==> config.mk <==
export PLATFORM = sky130hd
export DESIGN_NAME = adc_out_formatter
export DESIGN_NICKNAME = d
export VERILOG_FILES = /design/src/rtl/adc_fmt_pkg.sv /design/src/rtl/adc_fmt_ctrl.sv /design/src/rtl/adc_fmt_patgen.sv /design/src/rtl/adc_fmt_datapath.sv /design/src/rtl/adc_out_formatter.sv
export SDC_FILE = /design/constraint.sdc
export NUM_CORES = 1
export LEC_CHECK = 0
export BUFFER_PORTS_ARGS = -buffer_cell sky130_fd_sc_hd__buf_4
export CAP_MARGIN = 20
export CORE_ASPECT_RATIO = 1.75
export CORE_MARGIN = 4
export CORE_UTILIZATION = 55
export DETAILED_ROUTE_END_ITERATION = 16
export PLACE_DENSITY = 0.92
export SETUP_SLACK_MARGIN = 0.1
export SLEW_MARGIN = 10
export SYNTH_ARGS = -nofsm -noshare
export SYNTH_HDL_FRONTEND = slang
export SYNTH_SLANG_ARGS = --single-unit
export TNS_END_PERCENT = 50
==> constraint.sdc <==
create_clock -name clk -period 6.5 [get_ports clk]
set_clock_uncertainty 0.1 [all_clocks]
set_input_delay 1.95 -clock clk [delete_from_list [all_inputs] [get_ports clk]]
set_output_delay 1.95 -clock clk [all_outputs]
set_load 0.02 [all_outputs]
==> src/rtl/adc_fmt_pkg.sv <==
package adc_fmt_pkg;

  typedef enum logic [2:0] {
    PAT_NONE  = 3'b000,
    PAT_MID   = 3'b001,
    PAT_ZERO  = 3'b010,
    PAT_ONES  = 3'b011,
    PAT_ALT   = 3'b100,
    PAT_RAMP  = 3'b101,
    PAT_USER  = 3'b110,
    PAT_SPARE = 3'b111
  } patSel_e;

  typedef enum logic [1:0] {
    FMT_OFFSET = 2'b00,
    FMT_TWOS   = 2'b01,
    FMT_RSV2   = 2'b10,
    FMT_RSV3   = 2'b11
  } fmtSel_e;

  // strobes from the tick sequencer to the datapath
  typedef struct packed {
    logic capture;     // last tick of the sample period
    logic secondHalf;  // ticks of the second lane half
    logic davLevel;    // data-valid clock level after phase and inversion
  } fmtStrobes_t;

endpackage

==> src/rtl/adc_fmt_ctrl.sv <==
module adc_fmt_ctrl
  import adc_fmt_pkg::*;
#(
  parameter int PHASE_STEPS = 8,
  localparam int PH_W = $clog2(PHASE_STEPS)
) (
  input  logic            clk,
  input  logic            rstN,
  input  logic            davInvert,
  input  logic [PH_W-1:0] davPhase,
  output fmtStrobes_t     strobes
);

  localparam int HALF = PHASE_STEPS / 2;

  logic [PH_W-1:0] tickCnt;
  logic [PH_W-1:0] relTick;

  // free-running tick counter; its wrap marks the sample period
  always_ff @(posedge clk or negedge rstN) begin
    if (!rstN) tickCnt <= '0;
    else       tickCnt <= tickCnt + 1'b1;
  end

  // distance from the programmed data-valid edge, modulo the period
  assign relTick = tickCnt - davPhase;

  always_comb begin
    strobes.capture    = (tickCnt == PH_W'(PHASE_STEPS - 1));
    strobes.secondHalf = (tickCnt >= PH_W'(HALF));
    strobes.davLevel   = (relTick < PH_W'(HALF)) ^ davInvert;
  end

endmodule

==> src/rtl/adc_fmt_patgen.sv <==
module adc_fmt_patgen
  import adc_fmt_pkg::*;
#(
  parameter int SAMPLE_W = 14
) (
  input  logic                clk,
  input  logic                rstN,
  input  logic                advance,
  input  logic [2:0]          patCode,
  input  logic [SAMPLE_W-1:0] userWord,
  output logic [SAMPLE_W-1:0] patWord,
  output logic                patActive
);

  localparam logic [SAMPLE_W-1:0] MID_CODE = {1'b1, {(SAMPLE_W-1){1'b0}}};

  logic [SAMPLE_W-1:0] altOdd;
  logic [SAMPLE_W-1:0] rampCnt;

  // odd bit positions set for the first alternating word
  for (genvar b = 0; b < SAMPLE_W; b++) begin : g_alt
    assign altOdd[b] = (b % 2 == 1);
  end

  // capture count, advanced once per sample period
  always_ff @(posedge clk or negedge rstN) begin
    if (!rstN)        rampCnt <= '0;
    else if (advance) rampCnt <= rampCnt + 1'b1;
  end

  always_comb begin
    patActive = 1'b1;
    unique case (patSel_e'(patCode))
      PAT_MID:  patWord = MID_CODE;
      PAT_ZERO: patWord = '0;
      PAT_ONES: patWord = '1;
      PAT_ALT:  patWord = rampCnt[0] ? ~altOdd : altOdd;
      PAT_RAMP: patWord = rampCnt;
      PAT_USER: patWord = userWord;
      default: begin
        patWord   = '0;
        patActive = 1'b0;
      end
    endcase
  end

endmodule

==> src/rtl/adc_fmt_datapath.sv <==
module adc_fmt_datapath
  import adc_fmt_pkg::*;
#(
  parameter int SAMPLE_W = 14,
  localparam int LANES = SAMPLE_W / 2
) (
  input  logic                clk,
  input  logic                rstN,
  input  fmtStrobes_t         strobes,
  input  logic [SAMPLE_W-1:0] sampleIn,
  input  logic                overRange,
  input  logic [SAMPLE_W-1:0] patWord,
  input  logic                patActive,
  input  logic [1:0]          fmtCode,
  input  logic                ddrMode,
  input  logic                byteOrder,
  output logic [SAMPLE_W-1:0] parOut,
  output logic [LANES-1:0]    laneOut,
  output logic                otrOut,
  output logic                davOut
);

  localparam logic [SAMPLE_W-1:0] SIGN_FLIP = {1'b1, {(SAMPLE_W-1){1'b0}}};

  logic [SAMPLE_W-1:0] selWord;
  logic [SAMPLE_W-1:0] codedWord;
  logic [SAMPLE_W-1:0] heldWord;
  logic                heldOtr;
  logic [LANES-1:0]    firstBits;
  logic [LANES-1:0]    secondBits;

  // pattern first, number format second
  assign selWord   = patActive ? patWord : sampleIn;
  assign codedWord = (fmtSel_e'(fmtCode) == FMT_TWOS) ? (selWord ^ SIGN_FLIP) : selWord;

  always_ff @(posedge clk or negedge rstN) begin
    if (!rstN) begin
      heldWord <= '0;
      heldOtr  <= 1'b0;
    end else if (strobes.capture) begin
      heldWord <= codedWord;
      heldOtr  <= overRange & ~patActive;
    end
  end

  // lane folding: neighbouring pairs or low/high halves
  for (genvar i = 0; i < LANES; i++) begin : g_lane
    assign firstBits[i]  = byteOrder ? heldWord[i]         : heldWord[2*i];
    assign secondBits[i] = byteOrder ? heldWord[LANES + i] : heldWord[2*i + 1];
  end

  assign laneOut = ddrMode ? (strobes.secondHalf ? secondBits : firstBits) : '0;
  assign parOut  = ddrMode ? '0 : heldWord;
  assign otrOut  = heldOtr;
  assign davOut  = strobes.davLevel;

endmodule

==> src/rtl/adc_out_formatter.sv <==
module adc_out_formatter
  import adc_fmt_pkg::*;
#(
  parameter int SAMPLE_W = 14,
  parameter int PHASE_STEPS = 8,
  localparam int PH_W = $clog2(PHASE_STEPS),
  localparam int LANES = SAMPLE_W / 2,
  localparam int USER_LO_W = SAMPLE_W - 8
) (
  input  logic                clk,
  input  logic                rstN,
  input  logic [SAMPLE_W-1:0] sampleIn,
  input  logic                overRange,
  input  logic                cfgDdr,
  input  logic                cfgByteOrder,
  input  logic [1:0]          cfgFormat,
  input  logic [2:0]          cfgPattern,
  input  logic [7:0]          cfgUserHi,
  input  logic [7:0]          cfgUserLo,
  input  logic                cfgDavInvert,
  input  logic [PH_W-1:0]     cfgDavPhase,
  output logic [SAMPLE_W-1:0] parOut,
  output logic [LANES-1:0]    laneOut,
  output logic                otrOut,
  output logic                davOut
);

  fmtStrobes_t         strobes;
  logic [SAMPLE_W-1:0] userWord;
  logic [SAMPLE_W-1:0] patWord;
  logic                patActive;
  logic                unusedUserBits;

  assign userWord       = {cfgUserHi, cfgUserLo[USER_LO_W-1:0]};
  assign unusedUserBits = ^cfgUserLo[7:USER_LO_W];

  adc_fmt_ctrl #(.PHASE_STEPS(PHASE_STEPS)) ctrlInst (
    .clk       (clk),
    .rstN      (rstN),
    .davInvert (cfgDavInvert),
    .davPhase  (cfgDavPhase),
    .strobes   (strobes)
  );

  adc_fmt_patgen #(.SAMPLE_W(SAMPLE_W)) patInst (
    .clk       (clk),
    .rstN      (rstN),
    .advance   (strobes.capture),
    .patCode   (cfgPattern),
    .userWord  (userWord),
    .patWord   (patWord),
    .patActive (patActive)
  );

  adc_fmt_datapath #(.SAMPLE_W(SAMPLE_W)) dpInst (
    .clk       (clk),
    .rstN      (rstN),
    .strobes   (strobes),
    .sampleIn  (sampleIn),
    .overRange (overRange),
    .patWord   (patWord),
    .patActive (patActive),
    .fmtCode   (cfgFormat),
    .ddrMode   (cfgDdr),
    .byteOrder (cfgByteOrder),
    .parOut    (parOut),
    .laneOut   (laneOut),
    .otrOut    (otrOut),
    .davOut    (davOut)
  );

endmodule

======== Yosys cells after proc, flatten, opt, wreduce, memory -nomap -nowiden ========
Index checks and enable logic that the tools add are counted.
storage, ports and cells
  register bits ........................... 32
  output and inout port bits .............. 23
cells by class
  add/sub/neg operators ................... 3
  magnitude comparators ................... 2
  eq/ne operators ......................... 8
  mux-type cells .......................... 20
  bitwise operators ....................... 4
  reductions and logical operators ........ 1
operator list
  operator                 count
  $pmux W14 S5             1
  $mux W14                 4
  $add A14 B1 Y14 const B  1
  $mux W7                  2
  $mux W1                  13
  $eq A3 B3 Y1 const B     4
  $eq A3 B2 Y1 const B     2
  $reduce_or A6 Y1         1
  $add A3 B1 Y3 const B    1
  $eq A3 B1 Y1 const B     1
  $ge A3 B3 Y1 const B     1
  $lt A3 B3 Y1 const B     1
  $sub A3 B3 Y3            1
  $eq A2 B1 Y1 const B     1
  $not A1 Y1               2
  $and A1 B1 Y1            1
  $xor A1 B1 Y1            1

======== Logic depth before layout (Yosys ltp) ========
  depth in word-level cells ............... 6
  gate-level depth with buffers ........... 7

======== By module ========
From an unflattened synthesis, not the netlist that was laid out.
unflattened totals
  cell total of the unflattened synthesis .. 222
  area, all modules ....................... 2,117.0 µm²
by module, submodules not included
  module            times used  cells each  area each (µm²)  seq. area each (µm²)
  adc_fmt_datapath  1           102         1,031.0          375.4
  adc_fmt_patgen    1           104         908.4            350.3
  adc_fmt_ctrl      1           16          177.7            75.1

======== Least setup slack after synthesis ========
Ideal clock, no wire load.
  path type ............................... input -> output
  start point ............................. in cfgByteOrder
  end point ............................... out laneOut[1]
  arrival time ............................ 2.883 ns
  required time ........................... 4.450 ns
  slack ................................... 1.567 ns
  stages .................................. 3
  buffers on the path ..................... 1
  cell sequence ........................... buf_2 mux4_2 and2_1
on the way
  cells in the longest elaborated chain, start to end .. 3
  elaborated cells between the ends (all ways) .. 4
  those cells by class .................... 4 x mux
RTL lines
  element                     RTL line                                        source
  from (decl)                 adc_out_formatter.sv:15                         input logic cfgByteOrder,
  $mux W1 (on tied branches)  adc_fmt_datapath.sv:48, adc_fmt_datapath.sv:49
  $mux W7 (*) (2 in a row)    adc_fmt_datapath.sv:52                          assign laneOut = ddrMode ? (strobes.secondHalf ? secondBits : firstBits) : '0;
  to (decl)                   adc_out_formatter.sv:23                         output logic [LANES-1:0] laneOut,
Mark *: on every way between the ends. The rest lies on a longest branch, timed or not.

======== Worst setup path in the final report ========
  start point ............................. in cfgByteOrder
  end point ............................... out laneOut[4]
The elaborated chain is that of the path after synthesis.

==> flow_metrics.py <==
metrics = {
    "timing": {
        "finalCritPeriodShare": 0.767,
        "max-slew-margin-rel": 0.476,
        "fmax_ghz": 0.201,
        "worstMarginPinSlew_ps": 786,
        "setup_tns_ps": 0,
        "slew_violations": 0,
        "finalHoldViolations": 0,
        "rsz0062_at_grt": "no",
        "finalCriticalPeriod_ps": 4990,
        "finalSetupViolations": 0,
    },
    "cts": {
        "cts_setup_buffers": 0,
        "clock_sinks": 32,
        "cts_made_buffers": 5,
        "cts_tree": "yes",
        "cts_hold_buf": 0,
        "ctsHtreeMaxLevel": 2,
        "clkTransAtPathRegs_ps": 60,
        "cts-root-buf": "clkbuf_8",
        "insertion_delay_ps": 280,
        "cts_resized": 0,
        "ctsLongestPathBuffers": 2,
    },
    "worst_hold_path": {
        "min_from": "ctrlInst.tickCnt[0]",
        "hold_path_class": "reg -> reg",
    },
    "power_and_ir_drop": {
        "powerDensity_nw_per_um2": 180,
        "p_total_w": 0.000481,
        "ir_drop_mv": 0.223,
        "cellLeakagePower_nw": 1.24,
    },
    "floorplan": {
        "die-area_um2": 5010,
        "start_util": 0.581,
        "die_w_um": 55.3,
        "num_rows": 29,
        "ios": 67,
        "die_y_um": 90.7,
        "core-area_um2": 3700,
    },
    "routing": {
        "route.detailed.wl_per_inst_um": 15.4,
        "drt_iter0_markers": 55,
        "met2WireLength_mm": 2.98,
        "vias_per_cell": 5.71,
        "top_layer": "met4",
        "route.detailed.drc": 0,
        "ant_nets": 0,
        "vias": 1868,
        "dr_wl_met3_um": 279,
        "wl_mm": 5.05,
        "firstDrtPassIters": 5,
        "drt-met1-wl_mm": 1.70,
    },
    "setup_path": {
        "timing.rr.start": "ctrlInst.tickCnt[2]",
        "worstSetupStartpointType": "primary input",
        "crit_path_start": "cfgByteOrder",
        "cp_max_fo": 7,
        "worst_setup_path_end_kind": "output port",
        "critPathKind": "in -> out",
        "cp.arrival_ps": 2940,
        "r2r_slack_ps": 4000,
        "critPathRequiredTime_ps": 4450,
    },
    "global_routing": {
        "gr-total-overflow": 0,
        "first_global_vias": 1848,
        "antenna_found_initial": 0,
        "grt_max_degree": 33,
        "track_usage": 0.206,
        "grt_pass1_wl_mm": 8.36,
    },
    "synthesis": {
        "yosysMostFrequentCell": "nand2_1",
        "syn_area_per_cell_um2": 9.55,
        "async_reset_ff_frac": 1.00,
        "syn-cell-area_um2": 2150,
        "yosysSeqAreaShare": 0.373,
        "yosysWarnings": 0,
        "synth_fp_nets": 274,
        "ys_ff_latch": 32,
        "synth_top_area_share": 0.373,
        "synth_common_cells": "nand2_1, dfrtp_1, nor2_1, nor2b_1, a31oi_1",
        "synth_edf_count": 0,
        "yosys-top-cells-area": "dfrtp_1, mux2i_1, nand2_1, xnor2_1, mux4_2",
        "ys_types": 35,
        "ys.flop_type": "dfrtp_1",
        "synth_cells": 225,
        "synth_top_area_cell": "dfrtp_1",
    },
    "final_layout": {
        "regArea_um2": 801,
        "layout.nets": 329,
        "syn2layout_area_growth_pct": 24.7,
        "layout-drive-gt1-share": 0.292,
        "multiInputGateArea_um2": 1230,
        "nFillCells": 309,
        "antennaDiodeCount": 0,
    },
    "placement": {
        "dpl.hpwl_mm": 4.07,
        "place.gp.congestion": 0.771,
        "port_buffers": 64,
    },
    "flow_run": {
        "cap_violations": 0,
    },
    "run_status": {
        "outcome": "completed",
    },
}
where the power goes:
group | total (W) | switching [W] | leakage, nW | internal, W
logic | 0.000111 | 0.0000543 | 0.783 | 0.0000571
clock network | 0.000154 | 0.0000693 | 0.0510 | 0.0000843
registers | 0.000216 | 0.00000831 | 0.409 | 0.000208
registers in the layout, indices dropped and copies added, names as in the netlist:
| name | count |
|---|---|
| ctrlInst.tickCnt | 3 |
| dpInst.heldWord | 14 |
| dpInst.otrOut | 1 |
| patInst.rampCnt | 14 |
routing by layer:
metal | vias up | global-route usage
met3 | 9 | 0.0429
met1 | 883 | 0.202
met2 | 68 | 0.406
li1 | 908 | -
met4 | 0 | 0.0710
met5 | - | 0
area by class of cell:
type,instances,area share
multi-input cells,172,0.459
flip-flops and latches,32,0.299
repair buffers,64,0.179
clock buffers,6,0.0308
well taps,46,0.0215
inverters,5,0.00700
clock inverters,2,0.00373
cell usage in the layout (no fill, tap or decap):
cell / instances
dfrtp_1: 32
and4b_1: 1
inv_1: 5
nor4b_2: 1
nand2_1: 34
nand2b_1: 1
nor3_4: 1
o211a_1: 1
nand3_1: 3
a21o_1: 1
buf_4: 64
nor2b_2: 1
nor2_1: 16
xnor2_1: 14
mux2i_1: 14
o2bb2ai_1: 12
o211ai_1: 1
clkbuf_8: 6
nand4_1: 4
and2_1: 6
and4_1: 2
a21oi_1: 2
o21bai_1: 1
a31o_1: 2
a221oi_1: 1
a31oi_1: 15
xor2_1: 2
ha_1: 5
mux2_2: 2
nor2b_1: 16
mux4_2: 5
and3_1: 4
o21ai_0: 4
clkinv_2: 2
stage by stage:
step / area, um^2 / instances / hold slack (ps) / utilization / setup slack (ps)
after CTS: 2680 / 327 / 375 / 0.724 / 1500
after global placement: 2590 / 319 / 344 / 0.699 / 1530
after global routing: 2680 / 327 / 397 / 0.724 / 1470
final: 2680 / 327 / 368 / 0.724 / 1510
after floorplan: 2150 / 225 / 330 / - / 1570
after detailed placement: 2590 / 319 / 367 / 0.699 / 1500
worst max-delay path, stage by stage:
cell	delay [ps]
buf_4	160
mux4_2	500
and2_1	170
buf_4	150
path summary, 6_finish.rpt:
path | to | cells after the start
worst min register to register | ctrlInst.tickCnt[0] | 1
max in group asynchronous | dpInst.heldWord[13] | 1
min in group asynchronous | ctrlInst.tickCnt[0] | 1
worst max-delay path | laneOut[4] | 4
worst min-delay path | ctrlInst.tickCnt[0] | 1
worst max register to register | dpInst.heldWord[12] | 4
logic make-up (layout without fill, tap and decap cells):
family | count (synthesis) | after routing | share of synthesized area
AO/OA/AOI/OAI | 40 | 40 | 0.134
flip-flops | 32 | 32 | 0.373
adder cells (fa/ha/maj) | 5 | 5 | 0.0291
buffers and inverters | 21 | 77 | 0.0553
AND/OR/NAND/NOR | 90 | 90 | 0.216
multiplexers | 21 | 21 | 0.128
XOR/XNOR | 16 | 16 | 0.0652
Note: power is estimated with default switching activity, not from simulation.
